**src/rtl/idle_state_ctrl.sv**
```systemverilog
module idle_state_ctrl #(
  parameter int NSTATES = 4,
  parameter int SW      = 4,
  parameter int LAT_W   = 8,
  parameter int AW      = 32
) (
  input  logic                     clk,
  input  logic                     rst_n,
  input  logic                     wait_req_i,
  input  logic [2*SW-1:0]          hint_i,
  input  logic                     ext_brk_i,
  input  logic                     brk_cap_i,
  input  logic [1:0]               cpl_i,
  input  logic                     user_wait_en_i,
  input  logic [NSTATES*(1<<SW)-1:0] sub_sup_i,
  input  logic [NSTATES*LAT_W-1:0] ent_lat_i,
  input  logic [NSTATES*LAT_W-1:0] ext_lat_i,
  input  logic                     irq_pending_i,
  input  logic                     irq_enable_i,
  input  logic                     store_valid_i,
  input  logic [AW-1:0]            store_addr_i,
  input  logic                     store_from_cpu_i,
  input  logic [AW-1:0]            mon_base_i,
  input  logic [AW-1:0]            mon_mask_i,
  output logic [1:0]               state_o,
  output logic [SW-1:0]            cstate_o,
  output logic [SW-1:0]            csub_o,
  output logic                     resident_o,
  output logic                     wait_exc_o,
  output logic                     ts_capture_o,
  output logic                     isr_handoff_o
);
  localparam int NSUB = 1 << SW;
  localparam logic [SW-1:0] TOP = SW'(NSTATES - 1);

  typedef enum logic [1:0] {RUN = 2'd0, ENTER = 2'd1, IDLE = 2'd2, EXIT = 2'd3} phase_t;

  phase_t           st;
  logic [SW-1:0]    c_idx, c_sub, r_idx, r_sub, h_st, h_sub;
  logic [LAT_W-1:0] cnt;
  logic             brk_ok, irq_wake, exc_q, ts_q, ho_q;
  logic             found, deny, irq_w, sto_w;
  logic [NSUB-1:0]  row;

  assign h_st  = (hint_i[2*SW-1:SW] > TOP) ? TOP : hint_i[2*SW-1:SW];
  assign h_sub = hint_i[SW-1:0];
  assign row   = sub_sup_i[h_st*NSUB +: NSUB];
  assign deny  = (cpl_i != 2'd0) && !user_wait_en_i;

  always_comb begin
    found = 1'b0;
    r_sub = '0;
    for (int i = 0; i < NSUB; i++)
      if (SW'(i) <= h_sub && row[i]) begin
        found = 1'b1;
        r_sub = SW'(i);
      end
    r_idx = h_st;
    if (cpl_i != 2'd0 || !found) begin
      r_idx = '0;
      r_sub = '0;
    end
  end

  assign irq_w = irq_pending_i && (irq_enable_i || brk_ok);
  assign sto_w = store_valid_i && store_from_cpu_i && (c_idx != '0) &&
                 (((store_addr_i ^ mon_base_i) & mon_mask_i) == '0);

  always_ff @(posedge clk) begin
    if (!rst_n) begin
      st       <= RUN;
      c_idx    <= '0;
      c_sub    <= '0;
      cnt      <= '0;
      brk_ok   <= 1'b0;
      irq_wake <= 1'b0;
      exc_q    <= 1'b0;
      ts_q     <= 1'b0;
      ho_q     <= 1'b0;
    end else begin
      exc_q <= 1'b0;
      ts_q  <= 1'b0;
      ho_q  <= 1'b0;
      unique case (st)
        RUN: if (wait_req_i) begin
          if (deny) exc_q <= 1'b1;
          else begin
            st     <= ENTER;
            c_idx  <= r_idx;
            c_sub  <= r_sub;
            cnt    <= ent_lat_i[r_idx*LAT_W +: LAT_W];
            brk_ok <= ext_brk_i && brk_cap_i;
          end
        end
        ENTER: if (cnt == '0) st <= IDLE; else cnt <= cnt - 1'b1;
        IDLE: if (irq_w || sto_w) begin
          st       <= EXIT;
          cnt      <= ext_lat_i[c_idx*LAT_W +: LAT_W];
          ts_q     <= 1'b1;
          irq_wake <= irq_w;
        end
        EXIT: if (cnt == '0) begin
          st   <= RUN;
          ho_q <= irq_wake;
        end else cnt <= cnt - 1'b1;
        default: st <= RUN;
      endcase
    end
  end

  assign state_o       = st;
  assign cstate_o      = (st == RUN) ? '0 : c_idx + 1'b1;
  assign csub_o        = (st == RUN) ? '0 : c_sub;
  assign resident_o    = (st == IDLE);
  assign wait_exc_o    = exc_q;
  assign ts_capture_o  = ts_q;
  assign isr_handoff_o = ho_q;
endmodule

```
**config.mk**
```make
export PLATFORM = sky130hd
export DESIGN_NAME = idle_state_ctrl
export DESIGN_NICKNAME = d
export VERILOG_FILES = /design/src/rtl/idle_state_ctrl.sv
export SDC_FILE = /design/constraint.sdc
export NUM_CORES = 1
export LEC_CHECK = 0
export CORE_ASPECT_RATIO = 1.1
export CORE_MARGIN = 4
export CORE_UTILIZATION = 35
export DETAILED_ROUTE_END_ITERATION = 6
export HOLD_SLACK_MARGIN = 0.15
export PLACE_DENSITY = 0.93
export SETUP_SLACK_MARGIN = 0.5
export SKIP_LAST_GASP = 1
export SLEW_MARGIN = 20
export SYNTH_ARGS = -nofsm -noshare
export SYNTH_HDL_FRONTEND = slang
export SYNTH_SLANG_ARGS = --single-unit
```
**constraint.sdc**
```tcl
create_clock -name clk -period 4.2 [get_ports clk]
set_input_delay 0.84 -clock clk [delete_from_list [all_inputs] [get_ports clk]]
set_output_delay 0.84 -clock clk [all_outputs]
set_load 0.01 [all_outputs]
```
# Word level (Yosys, flattened, before mapping)
# Index checks and enable logic that the tools add are counted.
[op_classes]
addsub = 2
magnitude_cmp = 17
n_eq_ne = 9
n_shift = 3
n_mux = 49
n_bitwise = 3
n_reduce_logical = 40
[ops]
columns = ["cell", "n"]
rows = [
  ["$mux 4", 19],
  ["$shiftx 32x8->8", 2],
  ["$shiftx 64x9->16", 1],
  ["$and 32x32->32", 1],
  ["$le 4x4->1 const A", 8],
  ["$logic_not 32->1", 1],
  ["$mux 8", 4],
  ["$xor 32x32->32", 1],
  ["$pmux 8 s3", 1],
  ["$logic_and 1x1->1", 22],
  ["$mux 1", 19],
  ["$le 3x4->1 const A", 4],
  ["$mux 2", 5],
  ["$ne 2x2->1 const B", 5],
  ["$reduce_and 3->1", 3],
  ["$le 1x4->1 const A", 2],
  ["$le 2x4->1 const A", 2],
  ["$logic_not 8->1", 1],
  ["$pmux 2 s4", 1],
  ["$sub 8x1->8 const B", 1],
  ["$reduce_and 5->1", 1],
  ["$add 4x1->4 const B", 1],
  ["$eq 2x2->1 const B", 2],
  ["$gt 4x2->1 const B", 1],
  ["other kinds (11)", 15],
]
[totals]
ff_bits = 23
word_cells = 132

# Longest topological paths before layout
[logic_depth]
word_depth = 27
depth_mapped = 10
ltp_nobuf = 8

# Worst setup path before layout
# Ideal clock, no wire load.
[synth_timing]
path_type = "input-to-reg"
start = "in hint_i[5]"
end = "reg cnt[1]"
setup_ps = 86
t_arrival_ps = 3130
t_required_ps = 4114
slack_ps = 984
cell_stages = 9
path_buffers = 2
cell_sequence = "buf_2 > a211oi_2 > nand2b_1 > a21oi_1 > or4b_1 > buf_2 > o311a_1 > or4_1 > a221oi_2"
[synth_via]
elab_chain_len = 27
elab_cells_between_ends = 42
[synth_lines]
columns = ["item", "line_no", "source"]
rows = [
  ["start: declaration", "10", "input logic [2*SW-1:0] hint_i,"],
  ["$gt 4x2->1", "45", "assign h_st = (hint_i[2*SW-1:SW] > TOP) ? TOP : hint_i[2*SW-1:SW];"],
  ["$mux 4 (*)", "45", ""],
  ["$shiftx 64x9->16", "47", "assign row = sub_sup_i[h_st*NSUB +: NSUB];"],
  ["$logic_and 1x1->1", "54", "if (SW'(i) <= h_sub && row[i]) begin"],
  ["$mux 1 (16 in series)", "54", ""],
  ["$logic_not 1->1", "59", "if (cpl_i != 2'd0 || !found) begin"],
  ["$logic_or 1x1->1", "59", ""],
  ["$mux 4 (*)", "59", ""],
  ["$shiftx 32x8->8 (*)", "91", "cnt <= ent_lat_i[r_idx*LAT_W +: LAT_W];"],
  ["$mux 8 (*)", "86", "if (deny) exc_q <= 1'b1;"],
  ["$mux 8 (*)", "85", "RUN: if (wait_req_i) begin"],
  ["$pmux 8 s3 (*)", "84", "unique case (st)"],
  ["end signal: assignment", "91", ""],
  ["end signal: assignment", "98", "cnt <= ext_lat_i[c_idx*LAT_W +: LAT_W];"],
  ["end signal: assignment", "105", "end else cnt <= cnt - 1'b1;"],
  ["end: declaration", "40", "logic [LAT_W-1:0] cnt;"],
]
# Mark *: on every way between the ends. The rest lies on a longest branch, timed or not. The select of a mux whose other input is x is not followed.
# A chain may end at the register's enable or synchronous reset.

# Worst setup path in the final report
[layout_timing]
start = "in hint_i[4]"
end = "reg cnt[2]"
# Same word-level chain as after synthesis.

==> metrics.txt <==
DR WL/cell roughly 21 um; layout cell share with drive strength beyond 1 9.28%; worst-path cell chain clkdlybuf4s50_1 > mux2_2 > a32oi_1 > a22oi_1 > or4b_4 > o311a_1 > or4_1 > a221oi_2; max incr delay on CP just under 0.6 ns; Worst-path clk slew about 0.08 ns; DR pass1 iterations 7; final setup vio count 0; Max clock buf depth 2; Main synth FF type dfxtp_1; TritonCTS clock tree done; flop-to-flop setup slack roughly 1 ns; DRC marker count from the first detailed-route iteration just under 400; Final ANT Viol Nets 0; Max-cap violations 0; Sum Neg Setup Slack 0 ns; Seq. cell area about 460 sq um; Clock Sinks 23; worst hold path type flop to flop; Slew HR about a third; unrepaired setup endpoints after global routing no; Max VDD drop 223 uV; H-tree levels 1; Multi-input gate area approximately 2800 sq um; clock skew a little over 0.005 ns; data required time of the worst path 4.38 ns; Critical Path Source hint_i[4]; largest net degree at the start of global routing 35; Avg Inst Size Synth between 7 and 8 sq um; GRT Total Usage roughly 28%; worst setup path endpoint cnt[2]; clock latency at the later pin of the worst-skew pair between 0.2 and 0.3 ns; vias per std cell roughly 5.9; Syn Inst Count ~430; Async SR Flop Fraction 0%; Worst-Margin Slew about 1.0 ns; cell depth of the worst flop-to-flop path 7; Final HPWL DP approximately 15,000 um; Root Buffer clkbuf_8; DRC viols 0; Synth area leader dfxtp_1; largest fanout on the critical path 7; IO Port Bufs roughly 260; # nets final 942; Syn. warnings 0; count leader, synth xor2_1; fillers roughly 750; Post-Syn Area roughly 3400 sq um; Setup crit end kind flop; IO Count roughly 260; PwrDens 262 nW/um^2; reg2reg end cnt[3]; DIE AREA between 10,000 and 15,000 sq um; Die Y-Extent 111 um; fin crit period 3.56 ns; Core Rows 37; Hold Vio Cnt, Final 0; CP startpoint kind primary input; r2r startpoint cnt[2]; initial antenna violation count 0; synth unique cells 64; sequential element share of the synthesized area a little over an eighth; via count 4,780; Placer Congestion 0.938; WS Path Type primary input to flop; Core Footprint ~9400 sq um; leakage power ~2.4 nW; Net Count, Synth approximately 680; Crit-path slowest cell clkdlybuf4s50_1; die width approximately 100 um; final setup margin between 0.6 and 0.7 ns; period utilisation layout 84.7%; global-route wire length before repair ~25,000 um; Syn-to-layout area delta 85.3%; Final Max Tran Viols 0; top cell type's share of synthesized area ~14%; Critical Path AT ~3.7 ns; Area contributors post-synth dfxtp_1 (14%), xor2_1 (9.6%), mux4_2 (5.3%); grt ovf 0; Inserted Clock Buffers 3; status finished clean; number of enable flip-flop cells after synthesis 0; Seq cells post-synth 23; pre-CTS setup slack ~0.25 ns; final WL roughly 17,000 um; most frequent cells after synthesis xor2_1 (37), nor2_1 (27), nand2_1 (26); Fmax achieved about 0.28 GHz; vias in the first global route 4,965; Initial Util a little over a third; Hold Crit Start c_sub[3]; number of hold buffers added after cts 0
-- cell type report --
type,instances,share of cell area (%)
antenna,3,0.119
tap,117,2.33
inverter,18,1.07
clock buffer,4,0.717
sequential,23,7.32
timing repair buffer,280,44.1
multi-input combinational,365,44.3
-- through the flow --
step	std cells	utilization [%]	cell area [sq um]	power, W	hold slack, ns
after floorplan	433	-	3390	0.000995	0.422
final	810	66.9	6290	0.00164	0.461
after global placement	801	65.4	6150	0.00142	0.441
after detailed placement	801	65.5	6150	0.00146	0.456
after global routing	807	66.8	6280	0.00175	0.484
after CTS	805	66.0	6200	0.00160	0.468
-- critical path, delay by kind of cell --
family / cells / cell delay (ns)
simple gates: 2 / 0.98
buf+inv: 1 / 0.59
mux: 1 / 0.36
compound gates: 4 / 0.97
-- metal layers --
layer	vias up	track usage (%)	part of all wire, %	wire length (um)
li1	2213	-	-	-
met3	40	7.36	13	2220
met2	322	52.4	51	8690
met1	2205	28.8	33	5690
met4	0	7.70	2.5	422
met5	-	0	0	0
-- sequential cells by signal, summed over array words and instances (netlist names) --
register / count
c_sub: 4
brk_ok: 1
ts_capture_o: 1
cnt: 8
c_idx: 4
wait_exc_o: 1
isr_handoff_o: 1
irq_wake: 1
state_o: 2
-- cell usage in the layout (no fill, tap or decap), types with 4 or more instances in the layout --
| cell | n |
|---|---|
| xor2_1 | 37 |
| inv_1 | 18 |
| nor4_1 | 11 |
| dfxtp_1 | 23 |
| or3_1 | 9 |
| a21oi_1 | 11 |
| nand2_1 | 26 |
| a22oi_1 | 22 |
| and3_1 | 4 |
| buf_4 | 21 |
| nor2b_1 | 15 |
| mux2_2 | 11 |
| nor3_1 | 13 |
| clkdlybuf4s50_1 | 254 |
| a211oi_1 | 6 |
| o22ai_1 | 9 |
| nand2b_1 | 4 |
| a32o_1 | 5 |
| o21ai_0 | 16 |
| nand3_1 | 15 |
| o211ai_1 | 7 |
| a221oi_1 | 12 |
| o31ai_1 | 4 |
| mux2i_1 | 15 |
| mux4_2 | 8 |
| ha_1 | 7 |
| nand4_1 | 6 |
| nor2_1 | 25 |
-- logic make-up (layout without fill, tap and decap cells) --
| kind of cell | after synthesis | after routing | share of synthesized area, % |
|---|---|---|---|
| xor gates and xnor gates | 40 | 40 | 10.3 |
| buffers and inverters | 45 | 302 | 5.86 |
| DFF | 23 | 23 | 13.6 |
| AOI/OAI and AO/OA | 140 | 140 | 31.7 |
| adders and majority gates | 7 | 7 | 2.58 |
| and+or+nand+nor | 144 | 144 | 22.5 |
| muxes | 34 | 34 | 13.4 |
| other | 0 | 3 | 0 |
-- power by group --
part,switching [W],internal [W]
Sequential,0.0000657,0.000272
Clock,0.0000699,0.0000676
Combinational,0.000572,0.000596
Total,0.000707,0.000937
-- timing repair --
| item | CTS | global route |
|---|---|---|
| setup endpoints to repair | 0 | 5 |
| gates resized for setup | 0 | 13 |
| buffers inserted | 0 | 1 |
| hold endpoints to repair | 0 | 0 |
-- worst min path at each step --
| stage | endpoint | slack (ns) | cells past startpoint |
|---|---|---|---|
| 2_1_floorplan | isr_handoff_o | 0.42 | 2 |
| 3_3_place_gp | brk_ok | 0.44 | 2 |
| 3_5_place_dp | c_sub[3] | 0.46 | 2 |
| 4_1_cts | c_sub[3] | 0.47 | 2 |
| 5_1_grt | c_sub[3] | 0.48 | 2 |
| 6_report | c_sub[3] | 0.46 | 2 |
(Power assumes the default switching activity.)
